--- config.mk ---
export PLATFORM = sky130hd
export DESIGN_NAME = lcd_dma_addr_gen
export DESIGN_NICKNAME = d
export VERILOG_FILES = /design/src/rtl/lcd_dma_pkg.sv /design/src/rtl/lcd_dma_chan.sv /design/src/rtl/lcd_dma_arb.sv /design/src/rtl/lcd_dma_addr_gen.sv
export SDC_FILE = /design/constraint.sdc
export NUM_CORES = 1
export LEC_CHECK = 0
export BUFFER_PORTS_ARGS = -buffer_cell sky130_fd_sc_hd__clkbuf_2
export CAP_MARGIN = 15
export CORE_ASPECT_RATIO = 1.2
export CORE_UTILIZATION = 60
export CTS_CLUSTER_SIZE = 28
export DETAILED_ROUTE_END_ITERATION = 12
export PLACE_DENSITY_LB_ADDON = 0.12
export SKIP_CTS_REPAIR_TIMING = 1
export SLEW_MARGIN = 30
export SYNTH_ARGS = -nofsm -noshare
export SYNTH_HDL_FRONTEND = slang
export SYNTH_HIERARCHICAL = 1
export SYNTH_SLANG_ARGS = --single-unit
export TNS_END_PERCENT = 5
--- constraint.sdc ---
create_clock -name clk_i -period 9.98 [get_ports clk_i]
set_input_delay 0.499 -clock clk_i [delete_from_list [all_inputs] [get_ports clk_i]]
set_output_delay 0.499 -clock clk_i [all_outputs]
set_load 0.01 [all_outputs]
--- src/rtl/lcd_dma_pkg.sv ---
package lcd_dma_pkg;
  localparam int unsigned PAL_ENTRIES_SMALL = 16;
  localparam int unsigned PAL_ENTRIES_LARGE = 256;
  localparam int unsigned PAL_ENTRY_BYTES   = 2;
  localparam int unsigned WORD_BYTES        = 4;
  localparam int unsigned NUM_CH            = 2;

  typedef enum logic {
    CH_UPPER = 1'b0,
    CH_LOWER = 1'b1
  } ch_sel_e;
endpackage

--- src/rtl/lcd_dma_chan.sv ---
module lcd_dma_chan #(
  parameter int unsigned ADDR_W  = 32,
  parameter bit          HAS_PAL = 1'b1
) (
  input  logic              clk_i,
  input  logic              rst_ni,
  input  logic              load_i,
  input  logic              step_i,
  input  logic [ADDR_W-1:0] base_i,
  input  logic [ADDR_W-1:0] frame_bytes_i,
  input  logic [ADDR_W-1:0] pal_bytes_i,
  output logic [ADDR_W-1:0] cur_o
);
  import lcd_dma_pkg::*;

  logic [ADDR_W-1:0] span, end_addr, nxt, cur_q;

  generate
    if (HAS_PAL) begin : g_pal
      assign span = frame_bytes_i + pal_bytes_i;
    end else begin : g_nopal
      assign span = frame_bytes_i;
    end
  endgenerate

  assign end_addr = base_i + span;
  assign nxt      = cur_q + ADDR_W'(WORD_BYTES);

  always_ff @(posedge clk_i or negedge rst_ni) begin
    if (!rst_ni)     cur_q <= '0;
    else if (load_i) cur_q <= base_i;
    else if (step_i) cur_q <= (nxt == end_addr) ? base_i : nxt;
  end

  assign cur_o = cur_q;

  // running address moves only on load or acknowledged step
  assert_cur_frozen_R5: assert property (@(posedge clk_i) disable iff (!rst_ni)
    (!load_i && !step_i) |=> $stable(cur_q));
endmodule

--- src/rtl/lcd_dma_arb.sv ---
module lcd_dma_arb (
  input  logic       clk_i,
  input  logic       rst_ni,
  input  logic       clear_i,
  input  logic [1:0] req_i,
  input  logic       ack_i,
  output logic [1:0] gnt_o
);
  logic pri_q;  // 1: lower channel preferred on contention

  assign gnt_o[1] = req_i[1] & (~req_i[0] | pri_q);
  assign gnt_o[0] = req_i[0] & ~gnt_o[1];

  always_ff @(posedge clk_i or negedge rst_ni) begin
    if (!rst_ni)                   pri_q <= 1'b0;
    else if (clear_i)              pri_q <= 1'b0;
    else if (ack_i && (&req_i))    pri_q <= gnt_o[0];
  end

  assert_gnt_onehot_R8: assert property (@(posedge clk_i) disable iff (!rst_ni)
    $onehot0(gnt_o));

  assert_pri_alternate_R9: assert property (@(posedge clk_i) disable iff (!rst_ni)
    (ack_i && (&req_i) && !clear_i) |=> (pri_q != $past(pri_q)));
endmodule

--- src/rtl/lcd_dma_addr_gen.sv ---
module lcd_dma_addr_gen #(
  parameter int unsigned ADDR_W  = 32,
  parameter int unsigned LINES_W = 10,
  parameter int unsigned WPL_W   = 8
) (
  input  logic               clk_i,
  input  logic               rst_ni,
  input  logic               enable_i,
  input  logic               dual_i,
  input  logic               depth8_i,
  input  logic [LINES_W-1:0] lines_i,
  input  logic [WPL_W-1:0]   wpl_i,
  input  logic               reg_we_i,
  input  logic [1:0]         reg_addr_i,
  input  logic [ADDR_W-1:0]  reg_wdata_i,
  output logic [ADDR_W-1:0]  reg_rdata_o,
  input  logic [1:0]         need_i,
  output logic               fetch_req_o,
  output logic               fetch_ch_o,
  output logic [ADDR_W-1:0]  fetch_addr_o,
  input  logic               fetch_ack_i
);
  import lcd_dma_pkg::*;

  localparam logic [ADDR_W-1:0] PAL_SMALL_B = ADDR_W'(PAL_ENTRIES_SMALL * PAL_ENTRY_BYTES);
  localparam logic [ADDR_W-1:0] PAL_LARGE_B = ADDR_W'(PAL_ENTRIES_LARGE * PAL_ENTRY_BYTES);

  logic               en_q, dual_q, depth8_q;
  logic [LINES_W-1:0] lines_q;
  logic [WPL_W-1:0]   wpl_q;
  logic               en_rise, active;
  logic [ADDR_W-1:0]  frame_b, pal_b, frame_words;
  logic [ADDR_W-1:0]  base_q [NUM_CH];
  logic [ADDR_W-1:0]  cur    [NUM_CH];
  logic [1:0]         ch_req, gnt;

  assign en_rise = enable_i & ~en_q;
  assign active  = enable_i & en_q;

  // mode and geometry follow the inputs only while disabled
  always_ff @(posedge clk_i or negedge rst_ni) begin
    if (!rst_ni) begin
      en_q     <= 1'b0;
      dual_q   <= 1'b0;
      depth8_q <= 1'b0;
      lines_q  <= '0;
      wpl_q    <= '0;
    end else begin
      en_q <= enable_i;
      if (!enable_i) begin
        dual_q   <= dual_i;
        depth8_q <= depth8_i;
        lines_q  <= lines_i;
        wpl_q    <= wpl_i;
      end
    end
  end

  assign frame_words = ADDR_W'(lines_q) * ADDR_W'(wpl_q);
  assign frame_b     = {frame_words[ADDR_W-3:0], 2'b00};
  assign pal_b       = depth8_q ? PAL_LARGE_B : PAL_SMALL_B;

  assign ch_req[CH_UPPER] = active & need_i[CH_UPPER];
  assign ch_req[CH_LOWER] = active & need_i[CH_LOWER] & dual_q;

  lcd_dma_arb u_arb (
    .clk_i  (clk_i),
    .rst_ni (rst_ni),
    .clear_i(en_rise),
    .req_i  (ch_req),
    .ack_i  (fetch_ack_i),
    .gnt_o  (gnt)
  );

  for (genvar g = 0; g < NUM_CH; g++) begin : g_ch
    always_ff @(posedge clk_i or negedge rst_ni) begin
      if (!rst_ni)
        base_q[g] <= '0;
      else if (reg_we_i && !enable_i && (reg_addr_i == 2'(g)))
        base_q[g] <= reg_wdata_i;
    end

    lcd_dma_chan #(
      .ADDR_W (ADDR_W),
      .HAS_PAL(g == 0)
    ) u_chan (
      .clk_i        (clk_i),
      .rst_ni       (rst_ni),
      .load_i       (en_rise),
      .step_i       (gnt[g] & fetch_ack_i),
      .base_i       (base_q[g]),
      .frame_bytes_i(frame_b),
      .pal_bytes_i  (pal_b),
      .cur_o        (cur[g])
    );
  end

  assign fetch_req_o  = |gnt;
  assign fetch_ch_o   = gnt[CH_LOWER];
  assign fetch_addr_o = gnt[CH_LOWER] ? cur[CH_LOWER] : cur[CH_UPPER];

  always_comb begin
    unique case (reg_addr_i)
      2'd0:    reg_rdata_o = base_q[0];
      2'd1:    reg_rdata_o = base_q[1];
      2'd2:    reg_rdata_o = cur[0];
      default: reg_rdata_o = cur[1];
    endcase
  end

  assert_no_req_on_rise_R2: assert property (@(posedge clk_i) disable iff (!rst_ni)
    en_rise |-> !fetch_req_o);

  assert_base_locked_R6: assert property (@(posedge clk_i) disable iff (!rst_ni)
    enable_i |=> ($stable(base_q[0]) && $stable(base_q[1])));

  assert_lower_needs_dual_R7: assert property (@(posedge clk_i) disable iff (!rst_ni)
    (fetch_req_o && fetch_ch_o) |-> dual_q);

  assert_drop_on_disable_R10: assert property (@(posedge clk_i) disable iff (!rst_ni)
    !enable_i |-> !fetch_req_o);
endmodule

==> metrics.md <==
| Metric | Value |
|---|---|
| Diodes inserted | 0 |
| Maximum achievable frequency | 108 MHz |
| Post-DR wirelength/cell | 23.4 um |
| Remaining DRCs | 0 |
| Critical path's slowest cell | sky130_fd_sc_hd__or4_4 |
| Row count | 67 |
| Commonest non-fill, non-tap cell in the layout | sky130_fd_sc_hd__dfrtp_1 |
| Fin crit period | 9.30 ns |
| Post-synth EDFFs | 0 |
| Vias per cell | 6.63 |
| Fraction of layout cells with a size suffix above 1 | 18.7% |
| Average footprint of a synthesized cell | 9.14 um^2 |
| Unrepaired setup endpoints after global routing | no |
| Final-report hold violation count | 0 |
| Initial core utilization | 61.6% |
| Number of cells produced by synthesis | 1903 |
| Detailed Route Iter0 Violations | 1581 |
| Number of vias in the routed layout | 16.0k |
| Top-level I/O count | 127 |
| Data arrival time of the critical path | 9.62 ns |
| Register clock-pin slew on the reported worst setup and hold paths | 0.07 ns |
| Maximum number of pins on one net before global-route repair | 77 |
| Die outline area | 0.0297 mm^2 |
| Cell class contributing the biggest share of worst-path delay | adder cells |
| Worst hold path class | in2async |
| Maxcap violations | 0 |
| Largest stage delay, worst path | 0.57 ns |
| Maximum buffer depth of the clock tree | 2 |
| Number of buffers added by the clock tree synthesis step | 17 |
| Area growth from synthesis to layout | 9.54% |
| Total Neg Setup Slack | 0 ns |
| Core Footprint | 0.0283 mm^2 |
| Clock insertion delay at the later pin of the skew report | 0.44 ns |
| Cell chosen for the clock root | sky130_fd_sc_hd__clkbuf_16 |
| Critical setup path kind | reg2reg |
| Type of origin of the critical path | flop |
| CTS tree | yes |
| Combined global-route utilization of all metal layers | 39.4% |
| Critical Path RT | 10.30 ns |
| # clock sinks | 150 |
| Placed wire-length estimate | 44.2 mm |
| Async SR Flop Fraction | 100% |
| Worst Path Max Fanout | 12 |
| Final setup violation count | 0 |
| Predominant post-synthesis flop cell | sky130_fd_sc_hd__dfrtp_1 |
| Post-layout net count | 2262 |
| Final setup skew | 0.0106 ns |
| Post-route antenna net violation count | 0 |
| Last weighted congestion value of the routability-driven placer | 1.03 |
| Distinct cells, synth | 100 |
| Mapped cell area | 0.0174 mm^2 |
| Total Wirelength | 56.4 mm |
| Outcome | finished, final reports clean |
| Global-route wire length before repair | 88.7 mm |
| Part of the Yosys area used for sequential elements | 21.6% |
| Remaining Overflow, GRT | 0 |
| Kind of end point of the critical path | flop |
| Number of global-route vias before repair | 15.8k |
| Max-slew violation total from the final report | 0 |
| Critical Path Most Common Cell | sky130_fd_sc_hd__fa_1 |
| Most frequent cells in the layout | sky130_fd_sc_hd__dfrtp_1, sky130_fd_sc_hd__xnor2_1, sky130_fd_sc_hd__clkbuf_2 |
| Worst slew slack as a fraction of its limit | 38.4% |
| Share of the clock period used by the worst path | 93.2% |
| Number of warnings issued by yosys | 6 |
| Floorplan die width | 157 um |
| Count of buffer and inverter cells on the critical path | 3 |
| Maximum level of the CTS H-tree | 4 |
| Vertical extent of the die | 189 um |
| Count of buffers from port buffering | 126 |
| Number of storage elements in the synthesis netlist | 150 |
| Worst-margin pin slew | 0.918 ns |
| Number of antenna violations at the first check in global routing | 0 |
| Drt first pass iters | 5 |
layer usage:
| layer | wire length [um] | vias to the layer above | GRT usage [%] | share of wire, % |
|---|---|---|---|---|
| li1 | - | 7164 | - | - |
| met3 | 4280 | 172 | 6.16 | 7.6 |
| met1 | 22500 | 7868 | 51.3 | 40 |
| met4 | 2920 | 0 | 19.3 | 5.2 |
| met2 | 26700 | 790 | 63.5 | 47 |
| met5 | 0 | - | 0 | 0 |
Yosys cell counts, types with 7 or more instances:
| cell | number | area share, % |
|---|---|---|
| sky130_fd_sc_hd__nor2b_1 | 17 | 0.61 |
| sky130_fd_sc_hd__a21oi_1 | 122 | 3.5 |
| sky130_fd_sc_hd__buf_2 | 26 | 0.75 |
| sky130_fd_sc_hd__o2111ai_1 | 7 | 0.35 |
| sky130_fd_sc_hd__o21ai_1 | 22 | 0.63 |
| sky130_fd_sc_hd__mux4_2 | 32 | 4.1 |
| sky130_fd_sc_hd__nand3_1 | 59 | 1.7 |
| sky130_fd_sc_hd__o21a_1 | 14 | 0.60 |
| sky130_fd_sc_hd__mux2_2 | 116 | 7.5 |
| sky130_fd_sc_hd__xnor2_1 | 131 | 6.6 |
| sky130_fd_sc_hd__a221o_1 | 12 | 0.69 |
| sky130_fd_sc_hd__nand2_1 | 118 | 2.5 |
| sky130_fd_sc_hd__dfrtp_1 | 150 | 22 |
| sky130_fd_sc_hd__and3_1 | 23 | 0.83 |
| sky130_fd_sc_hd__inv_1 | 111 | 2.4 |
| sky130_fd_sc_hd__xor2_1 | 27 | 1.4 |
| sky130_fd_sc_hd__mux2_1 | 7 | 0.45 |
| sky130_fd_sc_hd__nor4_1 | 13 | 0.47 |
| sky130_fd_sc_hd__clkbuf_1 | 66 | 1.4 |
| sky130_fd_sc_hd__o21bai_1 | 14 | 0.60 |
| sky130_fd_sc_hd__or3_1 | 33 | 1.2 |
| sky130_fd_sc_hd__buf_4 | 7 | 0.30 |
| sky130_fd_sc_hd__o31ai_1 | 7 | 0.30 |
| sky130_fd_sc_hd__a211oi_1 | 49 | 2.1 |
| sky130_fd_sc_hd__a21o_1 | 31 | 1.3 |
| sky130_fd_sc_hd__o211ai_1 | 12 | 0.52 |
| sky130_fd_sc_hd__nand4_1 | 46 | 1.7 |
| sky130_fd_sc_hd__a31oi_1 | 8 | 0.29 |
| sky130_fd_sc_hd__nor2_1 | 91 | 2.0 |
| sky130_fd_sc_hd__fa_1 | 81 | 9.3 |
| sky130_fd_sc_hd__o211a_1 | 10 | 0.58 |
| sky130_fd_sc_hd__and4_1 | 11 | 0.55 |
| sky130_fd_sc_hd__o21ai_0 | 50 | 1.4 |
| sky130_fd_sc_hd__nor3_1 | 68 | 2.0 |
| sky130_fd_sc_hd__ha_1 | 101 | 7.3 |
| sky130_fd_sc_hd__or2_2 | 9 | 0.32 |
| sky130_fd_sc_hd__and2_1 | 62 | 2.2 |
logic make-up (layout without fill, tap and decap cells):
group	count (synthesis)	in the layout	synth area share, %
AOI/OAI and AO/OA	434	434	17.1
xor gates and xnor gates	158	158	7.96
adders and majority gates	182	182	16.6
buffers and inverters	217	288	5.16
DFF	150	150	21.6
muxes	161	161	12.5
other	1	59	0.0216
and+or+nand+nor	600	600	19.1
registers in the layout (all words and copies together) (netlist names):
name / flops
u_arb/pri_q: 1
en_q: 1
dual_q: 1
wpl_q: 8
base_q: 64
depth8_q: 1
g_ch.u_chan/cur_o: 64
lines_q: 10
final timing paths:
kind / start / to / slack, ns / cells past startpoint
min in group clk_i: lines_i[6] / lines_q[6] / 0.29 / 2
max in group asynchronous: rst_ni / g_ch[0].u_chan/cur_o[22] / 8.68 / 2
max reg2reg: wpl_q[7] / g_ch[0].u_chan/cur_o[1] / 0.68 / 26
min: rst_ni / en_q / 0.1 / 1
max: wpl_q[7] / g_ch[0].u_chan/cur_o[1] / 0.68 / 26
min reg2reg: dual_q / dual_q / 0.51 / 1
final cells by class:
class	instances	area, um^2
clock inverters	14	186
well taps	379	474
fillers	2312	9200
flip-flops and latches	150	3750
multi-input cells	1594	13000
inverters	113	424
clock buffers	18	439
repair buffers	143	781
per-stage QoR:
step                area, um^2  cells  hold WS, ns  util [%]  setup slack (ns)
CTS                      19000   2410        0.116      67.4             0.823
floorplan                17600   1961        0.203         -              1.84
global placement         18400   2378        0.493      65.1              1.03
detailed placement       18400   2378        0.489      65.1             0.855
global route             19100   2411        0.141      67.4             0.222
finish                   19100   2411       0.0953      67.4             0.680
Power is not shown: default switching activity piles up to over one toggle a cycle in this logic, so the estimate is an artifact.
